--- config.mk ---
export PLATFORM = sky130hd
export DESIGN_NAME = frac_clk_div
export DESIGN_NICKNAME = d
export VERILOG_FILES = /design/src/rtl/d25_pkg.sv /design/src/rtl/d25_modcount.sv /design/src/rtl/d25_rise_delay.sv /design/src/rtl/d25_fall_stage.sv /design/src/rtl/frac_clk_div.sv
export SDC_FILE = /design/constraint.sdc
export NUM_CORES = 1
export LEC_CHECK = 0
export ABC_AREA = 1
export BUFFER_PORTS_ARGS = -buffer_cell sky130_fd_sc_hd__buf_2
export CAP_MARGIN = 20
export CORE_AREA = 5 5 42 44
export CTS_CLUSTER_DIAMETER = 200
export DETAILED_ROUTE_END_ITERATION = 10
export DIE_AREA = 0 0 47 49
export GPL_ROUTABILITY_DRIVEN = 0
export HOLD_SLACK_MARGIN = 0.1
export PLACE_DENSITY = 0.4
export RECOVER_POWER = 50
export SETUP_SLACK_MARGIN = 0.2
export SKIP_CTS_REPAIR_TIMING = 1
export SYNTH_ARGS = -nofsm -noshare
export SYNTH_HDL_FRONTEND = slang
export SYNTH_SLANG_ARGS = --single-unit
--- constraint.sdc ---
create_clock -name clk_in -period 2.1 [get_ports clk_in]
set_input_delay 0.21 -clock clk_in [delete_from_list [all_inputs] [get_ports clk_in]]
set_output_delay 0.21 -clock clk_in [all_outputs]
set_load 0.05 [all_outputs]
--- src/rtl/d25_pkg.sv ---
// Package: shared helper functions for the fractional clock divider.
// Assumes DIV is odd and at least 3.
package d25_pkg;

    // Number of whole rising-edge delay stages for a DIV/2 lag.
    function automatic int rise_stages(input int div);
        return (div - 1) / 2;
    endfunction

    // Counter width needed to hold 0..div-1.
    function automatic int cnt_bits(input int div);
        return (div <= 2) ? 1 : $clog2(div);
    endfunction

endpackage

--- src/rtl/d25_modcount.sv ---
// Module: modulo-DIV counter with a registered one-cycle pulse.
// The pulse is high in exactly the cycle in which the count reads zero.
// Assumes a synchronous active-low reset and DIV >= 2.
module d25_modcount #(
    parameter int DIV = 5,
    parameter int W   = 3
) (
    input  logic         clk,
    input  logic         rst_n,
    output logic [W-1:0] cnt,
    output logic         pulse
);
    localparam logic [W-1:0] LAST = W'(DIV - 1);

    // Count 0..DIV-1 and wrap; raise pulse as the count returns to zero.
    always_ff @(posedge clk) begin
        if (!rst_n) begin
            cnt   <= '0;
            pulse <= 1'b0;
        end else begin
            cnt   <= (cnt == LAST) ? '0 : cnt + W'(1);
            pulse <= (cnt == LAST);
        end
    end

    // the count wraps from the top value straight to zero
    a_r2_wrap: assert property (@(posedge clk) disable iff (!rst_n)
        (cnt == LAST) |=> (cnt == '0));

    // the pulse is only ever seen together with a zero count
    a_r2_pulse_at_zero: assert property (@(posedge clk) disable iff (!rst_n)
        pulse |-> (cnt == '0));

    // the base pulse is one cycle wide
    a_r5_one_wide: assert property (@(posedge clk) disable iff (!rst_n)
        pulse |=> !pulse);

    // reset clears count and pulse
    a_r6_count_clear: assert property (@(posedge clk)
        !rst_n |=> (cnt == '0 && !pulse));

endmodule

--- src/rtl/d25_rise_delay.sv ---
// Module: chain of STAGES rising-edge flip-flops delaying a single bit.
// Assumes STAGES >= 1 and a synchronous active-low reset.
module d25_rise_delay #(
    parameter int STAGES = 2
) (
    input  logic clk,
    input  logic rst_n,
    input  logic din,
    output logic dout
);
    logic [STAGES-1:0] sh;

    genvar gi;
    generate
        for (gi = 0; gi < STAGES; gi++) begin : g_stage
            if (gi == 0) begin : g_first
                // First stage samples the input.
                always_ff @(posedge clk) begin
                    if (!rst_n) sh[0] <= 1'b0;
                    else        sh[0] <= din;
                end
            end else begin : g_next
                // Later stages sample the previous stage.
                always_ff @(posedge clk) begin
                    if (!rst_n) sh[gi] <= 1'b0;
                    else        sh[gi] <= sh[gi-1];
                end
            end
        end
    endgenerate

    assign dout = sh[STAGES-1];

    // every stage is cleared by reset
    a_r6_delay_clear: assert property (@(posedge clk)
        !rst_n |=> (sh == '0));

endmodule

--- src/rtl/d25_fall_stage.sv ---
// Module: single falling-edge flip-flop that adds the half-cycle of lag.
// Reset is sampled on the falling edge as well, so it is synchronous to it.
module d25_fall_stage (
    input  logic clk,
    input  logic rst_n,
    input  logic din,
    output logic q
);
    // Capture the input on the falling edge of the clock.
    always_ff @(negedge clk) begin
        if (!rst_n) q <= 1'b0;
        else        q <= din;
    end

    // a falling edge inside reset clears the stage
    a_r6_fall_clear: assert property (@(negedge clk)
        !rst_n |=> !q);

endmodule

--- src/rtl/frac_clk_div.sv ---
// Module: divides clk_in by DIV/2 (2.5 for the default) by ORing a
// modulo-DIV pulse with a copy delayed by DIV/2 input cycles.
// Assumes DIV odd and >= 3; reset is synchronous and active low.
// clk_div is a combinational OR of two flip-flop outputs; clk_div_q is
// the registered version with edges only on rising input edges.
module frac_clk_div #(
    parameter int DIV = 5
) (
    input  logic clk_in,
    input  logic rst_n,
    output logic clk_div,
    output logic clk_div_q
);
    import d25_pkg::*;

    localparam int H = rise_stages(DIV);
    localparam int W = cnt_bits(DIV);
    localparam logic [W-1:0] LATE_CNT = W'(H);

    logic [W-1:0] cnt;
    logic         base_p;
    logic         late_p;
    logic         half_p;

    d25_modcount #(.DIV(DIV), .W(W)) u_count (
        .clk   (clk_in),
        .rst_n (rst_n),
        .cnt   (cnt),
        .pulse (base_p)
    );

    d25_rise_delay #(.STAGES(H)) u_rise (
        .clk   (clk_in),
        .rst_n (rst_n),
        .din   (base_p),
        .dout  (late_p)
    );

    d25_fall_stage u_fall (
        .clk   (clk_in),
        .rst_n (rst_n),
        .din   (late_p),
        .q     (half_p)
    );

    assign clk_div = base_p | half_p;

    // Re-sample the divided clock on the rising edge.
    always_ff @(posedge clk_in) begin
        if (!rst_n) clk_div_q <= 1'b0;
        else        clk_div_q <= clk_div;
    end

    // the whole-cycle part of the lag lines up with count value H
    a_r3_lag_phase: assert property (@(posedge clk_in) disable iff (!rst_n)
        late_p |-> (cnt == LATE_CNT));

    // base pulse and delayed copy are never high together
    a_r5_no_overlap: assert property (@(posedge clk_in) disable iff (!rst_n)
        !(base_p && half_p));

    // the registered output is low after a reset edge
    a_r6_q_clear: assert property (@(posedge clk_in)
        !rst_n |=> !clk_div_q);

endmodule

; Word-level counts from Yosys, hierarchy flattened
; Cells that the tools add are included.
[totals]
out_inout_bits = 2
register_bits = 8
input_bits = 2
[classes]
addsub = 1
n_eq_ne = 1
n_reduce_logical = 1
bitwise = 2
[op_table]
columns = cell, count
row1 = "adder 3 x 1 -> 3 bit, second input constant", 1
row2 = "== test 3 bit, second input constant", 1
row3 = OR reduction 2 bit, 1
row4 = NOT 1 bit, 1
row5 = OR 1 bit, 1

; Longest topological paths before layout
[logic_depth]
depth_word = 2
depth_mapped = 5
ltp_nobuf = 5

; Hierarchy
; Synthesis repeated with hierarchy kept, for this count alone.
[unflattened]
cells_unflattened = 36
hier_area_um2 = 290.3
[modules_own_cells]
columns = module, area_per_inst_um2, cells_per_inst, n_inst
row1 = d25_modcount, 166.4, 21, 1
row2 = d25_rise_delay, 55.1, 6, 1
row3 = frac_clk_div, 37.5, 5, 1
row4 = d25_fall_stage, 31.3, 4, 1

==> results by group <==
Outcome
  • Status: finished with violations
  • Failing checks: setup timing

Clock tree
  • H-tree depth: 1
  • CTS buffer count: 3
  • CTS Root Cell: clkbuf_4
  • Clock-pin slew on the worst setup and hold paths: 60 ps
  • Clock Path Buffers: 2
  • Clk_lat worst skew: 310 ps
  • CTS tree: built
  • Clock Sink Count: 8

Cells and area
  • Post-route insts no fill: 60
  • Share of cells above drive strength 1: 0.205
  • ANT cells: 0
  • FF/Latch Area: 161 µm²
  • Final core occ: 0.261
  • Area Growth Syn to Fin: 28.6%
  • Nets: 49
  • Post-route cell area: 365 µm²
  • FILL cells: 163
  • Multi-input logic area: 81.3 µm²

Routing
  • Final ANT Viol Nets: 0
  • Drt first pass iters: 2
  • Vias: 200
  • Initial drt markers: 1
  • Routed len/inst: 7.03 µm
  • DRC: 0
  • Drt total wl: 422 µm
  • Vias/cell: 3.33

Power and ir drop
  • Peak VDD IR: 0.000404 V
  • LEAKAGE: 0.198 nW
  • Power Density: 890 nW/µm²

Synth
  • Syn Inst Count: 36
  • Synthesized area per cell: 7.89 µm²
  • Syn Nets: 40
  • FF+latch count, synth: 8
  • Sequential fraction of the synthesis area: 0.564
  • Synthesized cell area: 284 µm²
  • Synth unique cells: 6
  • YS warnings: 0

Place
  • Buffers added on ports: 3
  • Cells after DPL: 55
  • Detailed Place HPWL: 298 µm
  • Placed cell areas: 322 µm²
  • Place WS: 213 ps

Global routing
  • Initial antenna violation count: 0
  • Vias in the first global route: 194
  • GR Overflow Total: 0
  • Global-route wire length before repair: 765 µm
  • Largest net degree at the start of global routing: 6
  • Gr usage total: 0.0521

Critical path
  • Worst EP required: 1890 ps
  • Critical path type: flip-flop to primary output
  • R2R Setup Slk: 370 ps
  • Worst setup SP type: flip-flop
  • Crit path capture type: primary output
  • Crit path cell chain: inv_2 -> nand2_2 -> buf_8
  • Slowest CP cell: dfxtp_2
  • CP Data Arrival Time: 1900 ps
  • Worst-path fanout max: 2
  • Slowest stage delay, CP: 300 ps

STA
  • Slew margin rel.: 0.609
  • RSZ-0062 raised after global routing: true
  • Final Setup Violations: 1
  • TNS Setup: -14.7 ps
  • Pins Over Slew Limit: 0
  • Final WS setup: -14.7 ps
  • Worst-Margin Slew: 590 ps
  • Final Skew: 56.2 ps
  • Fin. Hold Viols: 0

Floorplan
  • Area of the core: 1400 µm²
  • Initial Utilization: 0.203
  • Die height: 49 µm
  • Die W: 47 µm
  • DIE AREA: 2300 µm²
  • Rows: 14
  • Ports: 4

Min path
  • Worst hold-check path type: input pin to flip-flop

Flow run
  • Number of max-cap violations: 0
area by class of cell:
class,count,share of cell area
tap,16,0.0548
inverter,11,0.113
clock buffer,4,0.0719
clock inverter,1,0.0103
timing repair buffer,4,0.0856
multi-input combinational,16,0.223
sequential,8,0.442
placed cells by master, fill, tap and decap left out:
master,instances
inv_1,11
a21oi_1,1
nand2_1,8
buf_8,1
clkbuf_1,2
buf_4,1
buf_2,1
nor2_1,4
ha_1,2
clkbuf_4,3
dfxtp_1,7
inv_2,1
dfxtp_2,1
nand2_2,1
synthesized netlist by cell type:
cell type | instances | area [µm²]
nand2_1 | 9 | 33.8
nor2_1 | 4 | 15.0
a21oi_1 | 1 | 5.00
ha_1 | 2 | 25.0
dfxtp_1 | 8 | 160
inv_1 | 12 | 45.0
sequential cells by signal, indices dropped and copies added (netlist names):
| register | count |
|---|---|
| clk_div_q | 1 |
| u_rise.sh | 1 |
| u_fall.q | 1 |
| u_count.cnt | 3 |
| u_count.pulse | 1 |
| u_rise.dout | 1 |
where the power goes:
group          switching (mW)  total [mW]  internal (mW)
clock                  0.0618       0.137         0.0756
combinational          0.0148      0.0243        0.00949
sequential            0.00409       0.163          0.159
total                  0.0806       0.325          0.244
per-layer routing:
layer	global-route usage	wire [µm]	vias to the layer above
met5	0	0	-
met4	0.0138	0	0
met3	0.0701	61	0
met2	0.0588	147	7
met1	0.0573	213	80
li1	-	-	113
kinds of logic after synthesis:
logic type	Yosys count	synth area share
fa+ha+maj	2	0.0881
compound gates	1	0.0176
simple gates	13	0.172
buf+inv	12	0.159
flops	8	0.564
through the flow:
step	hold WS [ps]	power (mW)
6_report	194	0.325
4_1_cts	187	0.334
3_5_place_dp	398	0.196
3_3_place_gp	394	0.196
5_1_grt	213	0.354
2_1_floorplan	303	0.190
worst max-delay path, delay by kind of cell (launching register included):
family,cells,cell delay [ps]
buf+inv,2,190
simple gates,1,50
flops,1,300
path summary, 6_finish.rpt:
path | from | end | cells past startpoint
worst min register to register | u_rise.sh[0]$_SDFF_PN0_ | u_rise.dout$_SDFF_PN0_ | 2
worst max register to register | u_fall.q$_SDFF_NN0_ | clk_div_q$_SDFF_PN0_ | 3
worst max-delay path | u_fall.q$_SDFF_NN0_ | clk_div | 3
worst min-delay path | rst_n | u_rise.dout$_SDFF_PN0_ | 3
(Power assumes the default switching activity.)
